$ cat src/rtl/adc_bus_port.sv
module adc_bus_port #(
  parameter int RES_BITS = 10,
  parameter logic [4:0] CARD_BLOCK = 5'b11000
) (
  input  logic                clk,
  input  logic                rst_n,
  input  logic [9:0]          bus_addr,
  input  logic                bus_aen,
  input  logic                bus_rd,
  input  logic                bus_wr,
  output logic [15:0]         rd_data,
  output logic                rd_en,
  output logic                adc_start,
  input  logic                adc_eoc,
  input  logic [RES_BITS-1:0] adc_result,
  output logic                intr
);
  localparam logic [3:0] PORT_DATA = 4'd0;
  localparam logic [3:0] PORT_CTRL = 4'd1;
  localparam logic [3:0] PORT_ACK  = 4'd2;

  logic       hit, wr_go, wr_ack, go_d, ack_d, go_edge, ack_edge;
  logic       busy, eoc_rise;
  logic [2:0] eoc_s;
  logic [3:0] port;
  logic [15:0] word, lane;

  assign hit  = !bus_aen && (bus_addr[9:5] == CARD_BLOCK);
  assign port = bus_addr[4:1];

  assign wr_go    = hit && bus_wr && (port == PORT_CTRL);
  assign wr_ack   = hit && bus_wr && (port == PORT_ACK);
  assign go_edge  = wr_go && !go_d;
  assign ack_edge = wr_ack && !ack_d;
  assign eoc_rise = eoc_s[1] && !eoc_s[2];

  always_ff @(posedge clk) begin
    if (!rst_n) begin
      go_d      <= 1'b0;
      ack_d     <= 1'b0;
      eoc_s     <= 3'b000;
      adc_start <= 1'b0;
      busy      <= 1'b0;
      intr      <= 1'b0;
    end else begin
      go_d      <= wr_go;
      ack_d     <= wr_ack;
      eoc_s     <= {eoc_s[1:0], adc_eoc};
      adc_start <= go_edge;
      if (go_edge)       busy <= 1'b1;
      else if (eoc_rise) busy <= 1'b0;
      if (eoc_rise)      intr <= 1'b1;
      else if (ack_edge) intr <= 1'b0;
    end
  end

  assign rd_en   = hit && bus_rd && (port == PORT_DATA || port == PORT_CTRL);
  assign word    = (port == PORT_CTRL) ? {15'b0, busy} : 16'(adc_result);
  assign lane    = bus_addr[0] ? {8'b0, word[15:8]} : word;
  assign rd_data = rd_en ? lane : 16'b0;

  p_start_single_r3: assert property (@(posedge clk) disable iff (!rst_n)
    adc_start |=> !adc_start);
  p_busy_after_start_r4: assert property (@(posedge clk) disable iff (!rst_n)
    adc_start |-> busy);
  p_status_upper_zero_r4: assert property (@(posedge clk) disable iff (!rst_n)
    (rd_en && port == PORT_CTRL) |-> (rd_data[15:1] == 15'b0));
  p_aen_quiet_r2: assert property (@(posedge clk) disable iff (!rst_n)
    bus_aen |-> !rd_en);
  p_idle_bus_r9: assert property (@(posedge clk) disable iff (!rst_n)
    !rd_en |-> (rd_data == 16'b0));
  p_irq_holds_r7: assert property (@(posedge clk) disable iff (!rst_n)
    (intr && !ack_edge) |=> intr);
  p_irq_clear_r8: assert property (@(posedge clk) disable iff (!rst_n)
    (ack_edge && !eoc_rise) |=> !intr);
endmodule

$ cat config.mk
export PLATFORM = sky130hd
export DESIGN_NAME = adc_bus_port
export DESIGN_NICKNAME = d
export VERILOG_FILES = /design/src/rtl/adc_bus_port.sv
export SDC_FILE = /design/constraint.sdc
export NUM_CORES = 1
export LEC_CHECK = 0
export ABC_AREA = 0
export CAP_MARGIN = 20
export CORE_MARGIN = 4
export CORE_UTILIZATION = 29
export DETAILED_ROUTE_END_ITERATION = 8
export PLACE_DENSITY = 0.83
export SYNTH_ARGS = -nofsm -noshare
export SYNTH_HDL_FRONTEND = slang
export SYNTH_SLANG_ARGS = --single-unit
$ cat constraint.sdc
create_clock -name clk -period 1.86 [get_ports clk]
set_clock_uncertainty 0.2 [all_clocks]
set_input_delay 0.372 -clock clk [delete_from_list [all_inputs] [get_ports clk]]
set_output_delay 0.372 -clock clk [all_outputs]
set_load 0.03 [all_outputs]
Yosys cells after proc, flatten, opt, wreduce, memory -nomap -nowiden. Index checks and enable logic that the tools add are counted. Widths: inputs -> output; s select.

Equal/unequal tests: 3. Multiplexer cells: 7. Reduce and logical (&&, ||, !) cells: 17.

Operators by type and width (number): $mux 10 (3); $logic_and 1x1->1 (9); $eq 5x5->1 const B (1); $eq 4x1->1 const B (1); $eq 4x2->1 const B (1); $logic_not 1->1 (4); $logic_not 4->1 (1); $mux 1 (4); $reduce_bool 2->1 (2); $logic_or 1x1->1 (1).

Register bits: 8. Bits of input ports: 26. Word-level logic and storage cells: 33.

Depth between registers and ports, before layout. Gate-level depths: netlist of run 1.

Depth in word-level cells: 7. Mapped depth: 3. Gate-level depth less buffers: 3.

Least setup slack after synthesis of run 1. Ideal clock, no wire load.

Path kind: input port to output port. Start: in bus_addr[6]. End: out rd_data[2]. Data arrival time: 1.695 ns. Setup slack: -0.407 ns. Stages: 3. Path buffers: 0. Cell sequence: nor4b_4 nand4b_4 nor3b_1.

Cells in the longest elaborated chain, start to end: 5.

RTL lines: start, declared (line 7) `input logic [9:0] bus_addr,`; $eq 5x5->1 (line 28) `assign hit = !bus_aen && (bus_addr[9:5] == CARD_BLOCK);`; $logic_and 1x1->1 (line 28); $logic_and 1x1->1 (2 in a row) (line 57) `assign rd_en = hit && bus_rd && (port == PORT_DATA || port == PORT_CTRL);`; $mux 10 (line 60) `assign rd_data = rd_en ? lane : 16'b0;`; end, declared (line 11) `output logic [15:0] rd_data,`.

No other way between the ends.

Final worst setup path of run 1.
Start: in bus_aen. End: out rd_data[4].

Cells in the longest elaborated chain, start to end: 5.

RTL lines: start, declared (line 8) `input logic bus_aen,`; $logic_not 1->1 (line 28); $logic_and 1x1->1 (line 28); $logic_and 1x1->1 (2 in a row) (line 57); $mux 10 (line 60).

No other way between the ends.

==> impl_metrics.tcl, run 1 <==
set metrics [dict create \
    p_int_mw 0.3101 \
    htreeDepth 1 \
    ioPinCount 45 \
    cts_root_buf "clkbuf_4" \
    crit_fanout 5 \
    fin_crit_ns 2.056 \
    gp_congestion 0.8038 \
    clock_latency_ns 0.25 \
    core_area_um2 1541 \
    start_kind "input pin" \
    cts_tree "done" \
    clock.fmax_mhz 486.3 \
    grt_usage 0.1317 \
    worst_slack_ns -0.1962 \
    slew_viol_final 0 \
    p_per_area_nw_per_um2 428.6 \
    final.period_utilization 1.105 \
    drive_gt1_frac 0.4388 \
    drt-total-wl_um 1573 \
    fin_nets 126 \
    cap_violations 0 \
    pwr-share-seq 0.426 \
    drt_iter0_drc 6 \
    drc 0 \
    multi_input_area_um2 372.9 \
    overflow 0 \
    dieArea_um2 2408 \
    path_class "in -> out" \
    die_w_um 49.07 \
    vdd_drop_max_mv 0.2726 \
    syn-instance-count 52 \
    worstSetupEndpointType "output pin" \
    power_switching_mw 0.1039 \
    p_comb_frac 0.265 \
    max-clock-path-buffers 2 \
    dp.final_hpwl_um 1215 \
    yosys_warnings 0 \
    outcome "complete, but fails checks" \
    antenna_found_initial 0 \
    crit_arrival_ns 1.48 \
    r2r_cells 3 \
    cts_sinks 8 \
    placed_area_um2 910.9 \
    die_y_um 49.07 \
    first_pass_iters 4 \
    failed_checks "setup timing" \
    avgSynthCellArea_um2 9.408 \
    synth.cell_area_um2 489.2 \
    portBuffers 38 \
    hold_path.class "reg -> reg" \
    p_leak_nw 0.4858 \
    wire_per_inst_um 13.80 \
    ctsHoldBuffers 0 \
    final-seq-area_um2 160.2 \
    synth-seq-cells 8 \
    seq_area_frac_synth 0.3274 \
    slowest_stage "nor4b_4" \
    final-setup-viol-count 11 \
    viasPerCell 4.851 \
    diodes 0 \
    num-fill-cells 124 \
    rows 14 \
    whs_path_depth 1 \
    grt_setup_unrepaired "yes" \
    max_stage_delay_ns 0.25 \
    cts_buffers 3 \
    hold_violations 0 \
    cpMostUsedCell "buf_4" \
    area_delta_synth_final_pct 97.44 \
    grt_max_degree 10 \
    final_area_um2 965.9 \
    p_clk_frac 0.309 \
    timing.hold.ws_ns 0.2294 \
    cp.required_ns 1.29 \
    crit_chain "buf_6 > nor4b_4 > buf_4 > nand4b_4 > nor3b_2 > buf_4" \
    start_util 0.3174 \
    grt_pass1_vias 556 \
    dr_total_vias 553 \
    ant_nets 0 \
    grt_first_pass_wirelength_um 2490 \
    path_clk_slew_ns 0.05 \
    sw_frac_of_total 0.2509 \
    yosysUniqueCellTypes 24 \
]
path summary, 6_finish.rpt:
| check | from | to | slack (ns) |
|---|---|---|---|
| max reg2reg | eoc_s[1]$_SDFF_PN0_ | intr$_SDFFE_PN0P_ | 0.81 |
| min reg2reg | eoc_s[0]$_SDFF_PN0_ | eoc_s[1]$_SDFF_PN0_ | 0.23 |
| max | bus_aen | rd_data[4] | -0.20 |
| min | eoc_s[0]$_SDFF_PN0_ | eoc_s[1]$_SDFF_PN0_ | 0.23 |
power by group through the flow:
stage | sequential, mW | clock (mW) | combinational, mW
6_report | 0.176 | 0.128 | 0.110
5_1_grt | 0.177 | 0.141 | 0.116
4_1_cts | 0.176 | 0.134 | 0.109
3_5_place_dp | 0.180 | 0 | 0.110
3_3_place_gp | 0.180 | 0 | 0.109
2_1_floorplan | 0.182 | 0 | 0.0492
timing repair:
| item | 4_1_cts | 5_1_grt |
|---|---|---|
| gates resized for setup | 39 | 1 |
| pin swaps | 14 | 3 |
| setup endpoints to repair | 11 | 11 |
| gates cloned | 1 | 0 |
| buffers inserted | 1 | 0 |
cell families after synthesis:
logic type             Yosys count  synth area share
buffers and inverters            8            0.1074
other                            1          0.007665
and+or+nand+nor                 29            0.4655
DFF                              8            0.3274
AOI/OAI and AO/OA                4           0.05116
muxes                            2           0.04092
through the flow:
step | std cells | total power [mW] | TNS [ns] | utilization | setup WS, ns
floorplan | 57 | 0.2313 | -1.594 | - | -0.1790
global placement | 109 | 0.2886 | -5.544 | 0.5909 | -0.5328
detailed placement | 109 | 0.2901 | -6.161 | 0.5909 | -0.5888
CTS | 114 | 0.4202 | -1.132 | 0.6242 | -0.1441
global route | 114 | 0.4340 | -2.073 | 0.6266 | -0.2668
finish | 114 | 0.4140 | -1.405 | 0.6266 | -0.1962
cell type report:
| class | instances | area share |
|---|---|---|
| Timing Repair Buffer | 44 | 0.4003 |
| Multi-Input combinational cell | 42 | 0.3860 |
| Clock buffer | 3 | 0.02332 |
| Tap cell | 16 | 0.02073 |
| Inverter | 1 | 0.003886 |
| Sequential cell | 8 | 0.1658 |
per-layer routing:
layer  share of wire  track usage  up-vias  wire length [um]
li1                -            -      270                 -
met1            0.36       0.1268      261               559
met2            0.58       0.2597       20               914
met3           0.055      0.01835        2                86
met4          0.0076      0.06726        0                12
met5               0            0        -                 0
critical path: cells and delay by family:
| family | cells | cell delay (ns) |
|---|---|---|
| and+or+nand+nor | 3 | 0.63 |
| buffers and inverters | 3 | 0.48 |
cell usage in the layout (no fill, tap or decap), types with 2 or more instances in the layout:
cell type	count
dfxtp_1	8
and3b_1	2
clkbuf_4	3
clkdlybuf4s15_1	2
conb_1	6
nor3b_2	8
buf_4	14
clkdlybuf4s50_1	15
buf_6	5
dlygate4sd2_1	4
nor2_1	4
and2_1	3
mux2i_1	2
nand4b_4	2
buf_2	4
synth_stat cells, drive strengths merged:
cell type | number | area, um2
and3b | 3 | 26.28
nor3b | 8 | 60.06
o21ai | 1 | 5.000
nand4b | 1 | 23.77
dfxtp | 8 | 160.2
nand2 | 1 | 3.750
o21a | 1 | 7.510
mux2i | 2 | 20.02
o22ai | 1 | 6.260
nor3 | 1 | 5.000
buf | 6 | 45.04
clkbuf | 1 | 3.750
and3 | 2 | 13.77
conb | 1 | 3.750
inv | 1 | 3.750
nor4b | 3 | 41.29
a31oi | 1 | 6.260
nor2 | 4 | 15.01
nor2b | 1 | 6.260
nand4 | 1 | 6.260
and2 | 4 | 26.28
sequential cells by signal (all words and copies together) (netlist names):
signal / flops
intr: 1
ack_d: 1
eoc_s: 3
adc_start: 1
busy: 1
go_d: 1
No activity file was read; power rests on OpenSTA's default activity.
==> run 2, diff against run 1 <==
--- a/config.mk
+++ b/config.mk
@@ -9,6 +9,7 @@
 export CAP_MARGIN = 20
 export CORE_MARGIN = 4
 export CORE_UTILIZATION = 29
+export CTS_CLUSTER_DIAMETER = 40
 export DETAILED_ROUTE_END_ITERATION = 8
 export PLACE_DENSITY = 0.83
 export SYNTH_ARGS = -nofsm -noshare
==> results of run 2 <==
The final DEF is identical to that of run 1; final timing and power are the same.
